### src/rtl/stretch_mon_pkg.sv
package stretch_mon_pkg;
    typedef enum logic [1:0] {
        MON_IDLE    = 2'd0,
        MON_STRETCH = 2'd1,
        MON_HIGH    = 2'd2,
        MON_EXPIRED = 2'd3
    } mon_state_t;
endpackage

### src/rtl/stretch_counter.sv
module stretch_counter #(
    parameter int W = 16
) (
    input  logic         clk,
    input  logic         rst_n,
    input  logic         clear,
    input  logic         step,
    output logic [W-1:0] count,
    output logic [W-1:0] count_inc
);
    assign count_inc = count + W'(1);

    always_ff @(posedge clk or negedge rst_n) begin
        if (!rst_n) begin
            count <= '0;
        end else if (clear) begin
            count <= '0;
        end else if (step) begin
            count <= count_inc;
        end
    end

    // count restarts from zero after any clear (SCL high, release drop)
    assert_clear_zero_R7: assert property (@(posedge clk) disable iff (!rst_n)
        clear |=> (count == '0));
endmodule

### src/rtl/sticky_bit.sv
module sticky_bit (
    input  logic clk,
    input  logic rst_n,
    input  logic set,
    input  logic clear,
    output logic q
);
    always_ff @(posedge clk or negedge rst_n) begin
        if (!rst_n) begin
            q <= 1'b0;
        end else if (set) begin
            q <= 1'b1;
        end else if (clear) begin
            q <= 1'b0;
        end
    end

    assert_flag_hold_R4: assert property (@(posedge clk) disable iff (!rst_n)
        (q && !clear) |=> q);
    assert_set_wins_R4: assert property (@(posedge clk) disable iff (!rst_n)
        set |=> q);
endmodule

### src/rtl/scl_stretch_monitor.sv
module scl_stretch_monitor
    import stretch_mon_pkg::*;
#(
    parameter int LIMIT_W = 16
) (
    input  logic               clk,
    input  logic               rst_n,
    input  logic               scl_release,
    input  logic               scl_level,
    input  logic               scl_tick,
    input  logic [LIMIT_W-1:0] stretch_limit,
    input  logic               status_clear,
    output logic               timeout_flag,
    output logic               abort_req
);
    localparam logic [LIMIT_W-1:0] LIMIT_OFF = '0;

    mon_state_t         state_q, state_d;
    logic               enabled;
    logic               cnt_clear, cnt_step, hit;
    logic [LIMIT_W-1:0] cnt, cnt_inc;

    assign enabled   = (stretch_limit != LIMIT_OFF);
    assign cnt_step  = (state_q == MON_STRETCH) && enabled && scl_release
                       && !scl_level && scl_tick;
    assign cnt_clear = (state_q != MON_STRETCH) || !enabled || !scl_release
                       || scl_level;
    assign hit       = cnt_step && (cnt_inc == stretch_limit);

    stretch_counter #(.W(LIMIT_W)) u_count (
        .clk       (clk),
        .rst_n     (rst_n),
        .clear     (cnt_clear),
        .step      (cnt_step),
        .count     (cnt),
        .count_inc (cnt_inc)
    );

    always_comb begin
        state_d = state_q;
        unique case (state_q)
            MON_IDLE: begin
                if (scl_release && enabled)
                    state_d = scl_level ? MON_HIGH : MON_STRETCH;
            end
            MON_STRETCH: begin
                if (!scl_release || !enabled) state_d = MON_IDLE;
                else if (scl_level)           state_d = MON_HIGH;
                else if (hit)                 state_d = MON_EXPIRED;
            end
            MON_HIGH: begin
                if (!scl_release || !enabled) state_d = MON_IDLE;
                else if (!scl_level)          state_d = MON_STRETCH;
            end
            MON_EXPIRED: begin
                if (!scl_release) state_d = MON_IDLE;
            end
        endcase
    end

    always_ff @(posedge clk or negedge rst_n) begin
        if (!rst_n) state_q <= MON_IDLE;
        else        state_q <= state_d;
    end

    always_ff @(posedge clk or negedge rst_n) begin
        if (!rst_n) abort_req <= 1'b0;
        else        abort_req <= hit;
    end

    sticky_bit u_status (
        .clk   (clk),
        .rst_n (rst_n),
        .set   (hit),
        .clear (status_clear),
        .q     (timeout_flag)
    );

    assert_abort_cause_R1: assert property (@(posedge clk) disable iff (!rst_n)
        abort_req |-> $past(scl_release && !scl_level && scl_tick));
    assert_abort_flags_R2: assert property (@(posedge clk) disable iff (!rst_n)
        abort_req |-> timeout_flag);
    assert_disabled_quiet_R3: assert property (@(posedge clk) disable iff (!rst_n)
        (stretch_limit == LIMIT_OFF) |=> !abort_req);
    assert_abort_pulse_R5: assert property (@(posedge clk) disable iff (!rst_n)
        abort_req |=> !abort_req);
    assert_expired_silent_R6: assert property (@(posedge clk) disable iff (!rst_n)
        ((state_q == MON_EXPIRED) && $past(state_q == MON_EXPIRED)) |-> !abort_req);
endmodule

### config.mk
export PLATFORM = sky130hd
export DESIGN_NAME = scl_stretch_monitor
export DESIGN_NICKNAME = d
export VERILOG_FILES = /design/src/rtl/stretch_mon_pkg.sv /design/src/rtl/stretch_counter.sv /design/src/rtl/sticky_bit.sv /design/src/rtl/scl_stretch_monitor.sv
export SDC_FILE = /design/constraint.sdc
export NUM_CORES = 1
export LEC_CHECK = 0
export BUFFER_PORTS_ARGS = -buffer_cell sky130_fd_sc_hd__buf_2
export CAP_MARGIN = 40
export CELL_PAD_IN_SITES_DETAIL_PLACEMENT = 2
export CELL_PAD_IN_SITES_GLOBAL_PLACEMENT = 2
export CORE_ASPECT_RATIO = 0.7
export CORE_UTILIZATION = 24
export DETAILED_ROUTE_END_ITERATION = 7
export MAX_ROUTING_LAYER = met4
export PLACE_DENSITY_LB_ADDON = 0.2
export SETUP_SLACK_MARGIN = 0.3
export SKIP_LAST_GASP = 1
export SLEW_MARGIN = 5
export SYNTH_ARGS = -nofsm -noshare
export SYNTH_HDL_FRONTEND = slang
export SYNTH_SLANG_ARGS = --single-unit
### constraint.sdc
create_clock -name clk -period 2.55 [get_ports clk]
set_input_delay 0.255 -clock clk [delete_from_list [all_inputs] [get_ports clk]]
set_output_delay 0.255 -clock clk [all_outputs]
set_load 0.02 [all_outputs]
==> results of run 1 <==
==> worst min-delay path by stage <==
stage	startpoint	endpoint	slack, ns	depth (start not counted)
2_1_floorplan	rst_n	abort_req$_DFF_PN0_	-0.04	0
3_3_place_gp	rst_n	u_count.count[4]$_DFFE_PN0P_	0.27	1
3_5_place_dp	rst_n	u_count.count[4]$_DFFE_PN0P_	0.27	1
4_1_cts	status_clear	u_status.q$_DFFE_PN0P_	0.15	2
5_1_grt	status_clear	u_status.q$_DFFE_PN0P_	0.15	2
6_report	status_clear	u_status.q$_DFFE_PN0P_	0.16	2
==> state kept, by name, indices dropped and copies added (netlist names) <==
register,count
abort_req,1
u_status.q,1
state_q,2
u_count.count,16
==> where the power goes <==
group	internal [W]	switching, W	total (W)
clock	0.000106	0.000115	0.000221
sequential	0.000319	0.00000150	0.000320
combinational	0.0000352	0.0000491	0.0000843
==> critical path, stage by stage (launching register included) <==
cell	delay, ns
dfrtp_1	0.45
nand4_2	0.21
nor4_4	0.32
mux2_2	0.40
or4_4	0.43
nor4b_4	0.25
==> layer usage <==
| layer | up-vias | share of wire | global-route usage |
|---|---|---|---|
| li1 | 741 | - | - |
| met1 | 751 | 0.53 | 0.253 |
| met2 | 31 | 0.43 | 0.238 |
| met3 | 2 | 0.042 | 0.0310 |
| met4 | 0 | 0.0048 | 0.0294 |
| met5 | - | 0 | - |
==> per-stage QoR <==
step / util / instances / worst slack (ns) / instance area [um2] / total power (W)
2_1_floorplan: - / 195 / 0.455 / 1600 / 0.000365
3_3_place_gp: 0.293 / 309 / 0.303 / 1860 / 0.000411
3_5_place_dp: 0.293 / 309 / 0.185 / 1860 / 0.000411
4_1_cts: 0.302 / 313 / 0.309 / 1910 / 0.000641
5_1_grt: 0.306 / 313 / 0.292 / 1940 / 0.000665
6_report: 0.306 / 313 / 0.387 / 1940 / 0.000625
==> cells by family after synthesis <==
logic type,after synthesis,synth area share
flops,20,0.313
buf+inv,18,0.0525
simple gates,100,0.347
xor+xnor,29,0.159
mux,2,0.0133
fa+ha+maj,1,0.00783
compound gates,25,0.107
==> synth_stat cells, types with 2 or more instances <==
cell type | n | area share
nand3_1 | 7 | 0.022
nand4_1 | 6 | 0.023
xor2_1 | 9 | 0.049
nor2_1 | 27 | 0.063
a311oi_1 | 2 | 0.011
clkbuf_1 | 6 | 0.014
nor2b_1 | 4 | 0.016
nand2_1 | 21 | 0.049
nor3_1 | 7 | 0.022
buf_2 | 3 | 0.0094
o32ai_1 | 2 | 0.011
nor4_1 | 6 | 0.023
dfrtp_1 | 20 | 0.31
inv_1 | 6 | 0.014
nor4bb_1 | 2 | 0.013
nand3b_1 | 2 | 0.0094
nand4_2 | 2 | 0.016
o21ai_0 | 4 | 0.013
or3_1 | 4 | 0.016
xnor2_1 | 20 | 0.11
nand2b_1 | 3 | 0.012
a21oi_1 | 6 | 0.019
==> cell type report <==
class / count / area [um2]
Fill cell: 740 / 4400
Multi-Input combinational cell: 157 / 1040
Sequential cell: 20 / 502
Timing Repair Buffer: 36 / 215
Tap cell: 91 / 114
Clock buffer: 3 / 41.3
Inverter: 6 / 22.5
==> timing repair <==
action	4_1_cts	5_1_grt
hold buffers	1	0
endpoints found under the hold margin	20	0
resized for setup	1	5
pin swaps	0	1
setup endpoints to repair	3	3
==> metrics, run 1 <==
Setup Fix Bufs, Post-CTS=0; reg2reg path depth=5; Hold WS=0.162 ns; synth warn=0; R2R Path Start=u_count.count[11]$_DFFE_PN0P_; Worst-Margin Slew=around 0.52 ns; VDD IR max=111 uV; mapped cell area=roughly 1600 um2; commonest non-fill, non-tap cell in the layout=nor2_1; total gr overflow=0; hpwl dp=between 4000 and 5000 um; FF-to-FF setup slack=0.39 ns; H-tree levels=1; status=completed; Root Driver=clkbuf_8; IO Pins=24; Netlist cell types=48; Pwr per Cell Area=about 320 nW/um2; critical-path maximum fanout=4; first-pass GRT wire length=about 8700 um; Post-synth EDFFs=0; PortBufs=23; cells after synthesis=about 200; Final setup viols=0; #FFs+latches synth=20; Final nets=about 250; Worst Path Arrival=2.34 ns; Worst Path Required=between 2 and 3 ns; clk buf depth=2; crit path capture=abort_req$_DFF_PN0_; Placer Congestion=about 0.75; Starting DRT DRC Count=60; ant diodes=0; Hold Vio Cnt, Final=0; CTS Sinks=20; Setup Skew=between 0.007 and 0.008 ns; static leakage=about 0.76 nW; insertion delay to the later sink of the worst-skew pair=approximately 0.27 ns; vias in the first global route=approximately 1600; post-synthesis sequential area ratio=0.313; Slew HR=0.652; DIE AREA=around 7000 um2; crit path launch type=flop; DIE WIDTH=99.5 um; initial antenna violation count=0; Rows=24; clock transition at the registers of the reported paths=about 0.080 ns; largest net degree at the start of global routing=21; CP Capture Type=flop; Min-Delay Path Class=input pin to flop; async set-reset flop share out of synthesis=1.00; syn_area_per_cell=slightly above 8 um2; Main synth FF type=dfrtp_1; Die Ht=around 70 um; end of the worst register-to-register path=abort_req$_DFF_PN0_; Post-DRT Antenna Nets=0; CTS tree=done; minimum clock period=2.16 ns; commonest cells after routing, fill and taps aside=27 x nor2_1, 23 x buf_2, 21 x nand2_1, 20 x xnor2_1, 19 x dfrtp_1; Via Count=roughly 1500; Pre-Repair DR Iteration Count=4; syn_nets=218; P&R area growth vs syn=21.3%; RSZ-0062 raised after global routing=true; Slew Limit Fails=0; CP startpoint=u_count.count[11]$_DFFE_PN0P_; via/cell ratio=about 4.9; DR DRC count=0; Global Route Usage Sum=0.169; Final TNS setup=0 ns; max capacitance violation total=0; CTS Buf Count=3; proportion of layout cells with a drive suffix above 1=0.221; initial core utilization=0.252; critical path class=flop to flop; period utilisation layout=0.848; core area=6340 um2; FMAX=462 MHz; DR WL/cell=16.6 um; final WL=a little over 5000 um
No activity file was read; power rests on OpenSTA's default activity.
==> run 2, diff against run 1 <==
- clock period: 2.55 -> 2.1 ns (I/O delays scaled with it)
==> run 2 against run 1 <==
  * Clock-buffer cell count stayed put
  * Hold slack worse by 0.042 ns
  * Cell area is 15% higher
  * Sequential power is 22% higher
  * Routed wire length is 16% higher
  * Clock skew is 0.0019 ns lower
  * Total power is 23% higher
  * Critical path depth is 6 higher
  * Utilization is 4.6 points higher
  * Cell count is 7.7% higher
  * Highest routed layer unchanged
==> metrics, run 2 (synthesized netlist as in run 1, its figures left out) <==
Slew Limit Fails=0 (unchanged); core area=6340 um2 (unchanged); max capacitance violation total=0 (unchanged); minimum clock period=2.06 ns (-0.106 ns); final core utilization=0.352 (+0.0462); Global Route Usage Sum=0.186 (+0.0167); proportion of layout cells with a drive suffix above 1=0.350 (+0.129); clock transition at the registers of the reported paths=0.08 ns (about the same); Min-Delay Path Class=input pin to flop; total gr overflow=0 (unchanged); CTS Buf Count=3 (unchanged); number of flip-flops under the largest register name=16 (unchanged); Pwr per Cell Area=346 nW/um2 (+7.2%); Hold Vio Cnt, Final=0 (unchanged); Largest regs=u_count.count x16, state_q x2; Starting DRT DRC Count=55 (-8.3%); commonest non-fill, non-tap cell in the layout=buf_4; Via Count=1632 (+7.0%); DR DRC count=0 (unchanged); H-tree levels=1 (unchanged); critical path class=flop to flop; largest net degree at the start of global routing=21 (unchanged); hpwl dp=4450 um (+4.7%); Pre-Repair DR Iteration Count=4 (unchanged); FMAX=486 MHz (+5.1%); Die Ht=70.3 um (unchanged); Placer Congestion=0.792 (+4.9%); CP Capture Type=flop; critical-path maximum fanout=6 (+2); Root Driver=clkbuf_8; Rows=24 (unchanged); Worst Path Arrival=2.24 ns (-0.10 ns); Top reg by flops=u_count.count; static leakage=0.920 nW (+21%); first-pass GRT wire length=9600 um (+11%); Setup Skew=0.00566 ns (-0.00192 ns); via/cell ratio=4.84 (-0.60%); Post-Place Cells=321 (+3.9%); ant diodes=0 (unchanged); Worst Path Required=2.28 ns (-0.45 ns); clk buf depth=2 (unchanged); crit path launch type=flop; initial antenna violation count=0 (unchanged); commonest cells after routing, fill and taps aside=32 x buf_4, 26 x nor2_1, 23 x buf_2; CTS Sinks=20 (unchanged); status=completed; RSZ-0062 raised after global routing=true; IO Pins=24 (unchanged); total power=0.000771 W (+23%); vias in the first global route=1771 (+10%); Final setup viols=0 (unchanged); DR WL/cell=17.9 um (+7.8%); CTS tree=done; Slew HR=0.630 (-0.0222); insertion delay to the later sink of the worst-skew pair=0.26 ns (about the same); DIE WIDTH=99.5 um (unchanged); Final TNS setup=0 ns (unchanged); Post-DRT Antenna Nets=0 (unchanged); Final nets=271 (+9.7%); DIE AREA=6990 um2 (unchanged); PortBufs=23 (unchanged); Worst-Margin Slew=0.551 ns (+0.0322 ns); final std cells w/o fill=337 (+7.7%); VDD IR max=167 uV (+50%); final WL=6030 um (+16%); initial core utilization=0.252 (unchanged); period utilisation layout=0.980 (+0.132); P&R area growth vs syn=39.6%
run 2: cell types whose count changed in the layout (fill, tap and decap cells not counted), sizes merged:
cell / change
buf: +24
run 2: timing repair:
item	CTS	global route
hold buffers	1	0
hold endpoints to repair	20	0
pin swaps	9	11
endpoints found under the setup margin	3	7
gates resized for setup	13	14
buffers inserted	7	5
run 2: critical path, stage by stage, from the launching register on:
cell and delay, ns:
dfrtp_1 0.42, buf_6 0.14, ha_4 0.16, nand3_2 0.07, buf_6 0.14, buf_6 0.13, nor2_4 0.04, nor4bb_2 0.16
buf_4 0.16, nor3_2 0.20, nand2_1 0.12, nor4b_4 0.24
run 2: path summary, 6_finish.rpt:
| kind | depth (start not counted) | end | start | slack (ns) |
|---|---|---|---|---|
| setup / recovery | 11 | abort_req$_DFF_PN0_ | u_count.count[0]$_DFFE_PN0P_ | 0.04 |
| hold / removal | 2 | u_status.q$_DFFE_PN0P_ | status_clear | 0.12 |
| setup reg to reg | 11 | abort_req$_DFF_PN0_ | u_count.count[0]$_DFFE_PN0P_ | 0.04 |
| hold reg to reg | 2 | u_status.q$_DFFE_PN0P_ | u_status.q$_DFFE_PN0P_ | 0.52 |
| max in group asynchronous | 2 | u_count.count[15]$_DFFE_PN0P_ | rst_n | 1.28 |
| min in group asynchronous | 2 | u_count.count[7]$_DFFE_PN0P_ | rst_n | 0.46 |
run 2: through the flow:
step	hold WS, ns	worst slack, ns	cell area, um2
2_1_floorplan	-0.0856	0.0118	1610
3_3_place_gp	0.216	0.0809	1950
3_5_place_dp	0.224	0.0222	1950
4_1_cts	0.116	0.0281	2120
5_1_grt	0.118	-0.0774	2230
6_report	0.120	0.0424	2230
run 2: power breakdown:
group          switching, W  internal (W)  total (W)
Sequential       0.00000145      0.000387   0.000389
Combinational     0.0000672     0.0000471   0.000114
Clock              0.000140      0.000128   0.000268
run 2: cell type report:
type                       count  area, um2
clock buffer                   3       41.3
timing repair buffer          60        410
inverter                       6       22.5
tap                           91        114
fill                         727       4110
multi-input combinational    157       1140
sequential                    20        500
run 2: routing by layer:
layer	vias up	track usage	routed length (um)
li1	787	-	-
met4	0	0.0163	13
met1	824	0.263	3090
met5	-	-	0
met2	19	0.289	2790
met3	2	0.0310	134
==> run 3, diff against run 2 <==
- RECOVER_POWER: unset -> 50
==> run 3 against run 2 <==
  * Clock skew did not move
  * Largest power group unchanged
  * Cell area barely moved
  * Setup slack did not move
  * Sequential power barely moved
  * Critical endpoint unchanged
  * First-iteration DRC count fell by 3.6%
  * Clock power barely moved
==> metrics, run 3 (synthesized netlist as in run 1, its figures left out) <==
end of the worst register-to-register path=abort_req$_DFF_PN0_; largest net degree at the start of global routing=21 (unchanged); final core utilization=0.352 (about the same); hpwl dp=4450 um (unchanged); CTS Buf Count=3 (unchanged); Pwr per Cell Area=346 nW/um2 (about the same); Final nets=271 (unchanged); DIE WIDTH=99.5 um (unchanged); total power=0.000771 W (about the same); reg2reg path depth=11 (unchanged); register area=500 um2 (unchanged); clk buf depth=2 (unchanged); via/cell ratio=4.84 (about the same); status=completed; CTS tree=done; max capacitance violation total=0 (unchanged); PortBufs=23 (unchanged); DR DRC count=0 (unchanged); Min-Delay Path Class=input pin to flop; critical path cell sequence=buf_6 > ha_4 > nand3_2 > buf_6 > buf_6 > nor2_4 > nor4bb_2 > buf_4 > nor3_2 > nand2_1 > nor4b_4; FF-to-FF setup slack=0.04 ns (about the same); first-pass GRT wire length=9600 um (unchanged); Die Ht=70.3 um (unchanged); Worst Path Arrival=2.24 ns (about the same); DR WL/cell=17.9 um (about the same); commonest non-fill, non-tap cell in the layout=buf_4; hold path depth=2 (unchanged); initial core utilization=0.252 (unchanged); CP max-delay cell=dfrtp_1; Slew HR=0.123 (-0.506); Final setup viols=0 (unchanged); P&R area growth vs syn=39.5% (about the same); CP top delay family=simple AND/OR/NAND/NOR gates; crit path launch type=flop; Top reg by flops=u_count.count; Hold Vio Cnt, Final=0 (unchanged); WHS Endpoint=u_status.q$_DFFE_PN0P_; Slew Limit Fails=0 (unchanged); Hold WS=0.120 ns (unchanged); static leakage=0.917 nW (-0.30%); VDD IR max=167 uV (unchanged); insertion delay to the later sink of the worst-skew pair=0.26 ns (about the same); IO Pins=24 (unchanged); R2R Path Start=u_count.count[0]$_DFFE_PN0P_; post-route setup slack=0.0424 ns (unchanged); Rows=24 (unchanged); Starting DRT DRC Count=53 (-3.6%); Pre-Repair DR Iteration Count=4 (unchanged); total gr overflow=0 (unchanged); critical path class=flop to flop; Max stage delay on crit path=0.42 ns (about the same); Root Driver=clkbuf_8; CTS Sinks=20 (unchanged); RSZ-0062 raised after global routing=true; final WL=6030 um (about the same); minimum clock period=2.06 ns (unchanged); Via Count=1631 (-0.061%); initial antenna violation count=0 (unchanged); proportion of layout cells with a drive suffix above 1=0.346 (-0.00407); critical-path maximum fanout=6 (unchanged); clock transition at the registers of the reported paths=0.08 ns (about the same); Global Route Usage Sum=0.186 (unchanged); Placer Congestion=0.792 (unchanged); multi-input logic area=1140 um2 (unchanged); Worst Path Required=2.28 ns (about the same); CP Capture Type=flop; commonest cells after routing, fill and taps aside=32 x buf_4, 26 x nor2_1, 22 x buf_2; dpl ws=0.0222 ns (unchanged); Critical Path Most Common Cell=buf_6; period utilisation layout=0.980 (unchanged); DIE AREA=6990 um2 (unchanged); fillers=728 (+0.14%); Hold Crit Start=status_clear; H-tree levels=1 (unchanged); Post-DRT Antenna Nets=0 (unchanged); crit path buf inv count=4 (unchanged); Worst-Margin Slew=1.32 ns (+0.765 ns); FMAX=486 MHz (unchanged); Largest regs=u_count.count x16, state_q x2; core area=6340 um2 (unchanged); number of flip-flops under the largest register name=16 (unchanged); ant diodes=0 (unchanged); vias in the first global route=1771 (unchanged); Setup Skew=0.00566 ns (unchanged)
run 3: cell count changes in the layout (fill, tap and decap cells not counted), sizes merged:
cell and delta:
clkbuf +1, buf -1
run 3: worst register-to-register path, cell delays in order (launching register included):
cell and delay [ns]:
dfrtp_1 0.42, buf_6 0.14, ha_4 0.16, nand3_2 0.07, buf_6 0.14, buf_6 0.13
nor2_4 0.04, nor4bb_2 0.16, buf_4 0.16, nor3_2 0.20, nand2_1 0.12, nor4b_4 0.24
run 3: worst max path at each step:
stage                                             from                   to  slack, ns  depth (start not counted)
after floorplan           u_count.count[3]$_DFFE_PN0P_  abort_req$_DFF_PN0_       0.01                          6
after global placement    u_count.count[0]$_DFFE_PN0P_  abort_req$_DFF_PN0_       0.08                          5
after detailed placement  u_count.count[0]$_DFFE_PN0P_  abort_req$_DFF_PN0_       0.02                          5
after CTS                 u_count.count[2]$_DFFE_PN0P_  abort_req$_DFF_PN0_       0.03                          5
after global routing      u_count.count[0]$_DFFE_PN0P_  abort_req$_DFF_PN0_      -0.08                         11
final                     u_count.count[0]$_DFFE_PN0P_  abort_req$_DFF_PN0_       0.04                         11
run 3: layer usage:
layer	vias to the layer above	wire (um)	global-route usage
met2	19	2790	0.289
met4	0	13	0.0163
met3	2	134	0.0310
met1	823	3090	0.263
li1	787	-	-
met5	-	0	-
run 3: through the flow:
step / cells / TNS [ns] / cell area [um2]
6_report: 337 / 0 / 2230
5_1_grt: 337 / -0.111 / 2230
4_1_cts: 332 / 0 / 2120
3_5_place_dp: 321 / 0 / 1950
3_3_place_gp: 321 / 0 / 1950
2_1_floorplan: 195 / 0 / 1610
run 3: final cells by class:
class                   count  share of cell area
repair buffers             60               0.184
multi-input cells         157               0.512
flip-flops and latches     20               0.224
well taps                  91              0.0511
clock buffers               3              0.0185
inverters                   6              0.0101
run 3: power by group:
group          internal, W  total [W]  switching [W]
Sequential        0.000387   0.000389     0.00000145
Combinational    0.0000468   0.000114      0.0000672
Clock             0.000128   0.000268       0.000140
Total             0.000562   0.000771       0.000209
run 3: what timing repair did:
| action | in CTS | in global routing |
|---|---|---|
| hold endpoints to repair | 20 | 0 |
| pin swaps | 9 | 11 |
| gates resized for setup | 13 | 14 |
| setup endpoints to repair | 3 | 7 |
| hold buffers | 1 | 0 |
| cloned | 0 | 0 |
| buffers inserted | 7 | 5 |
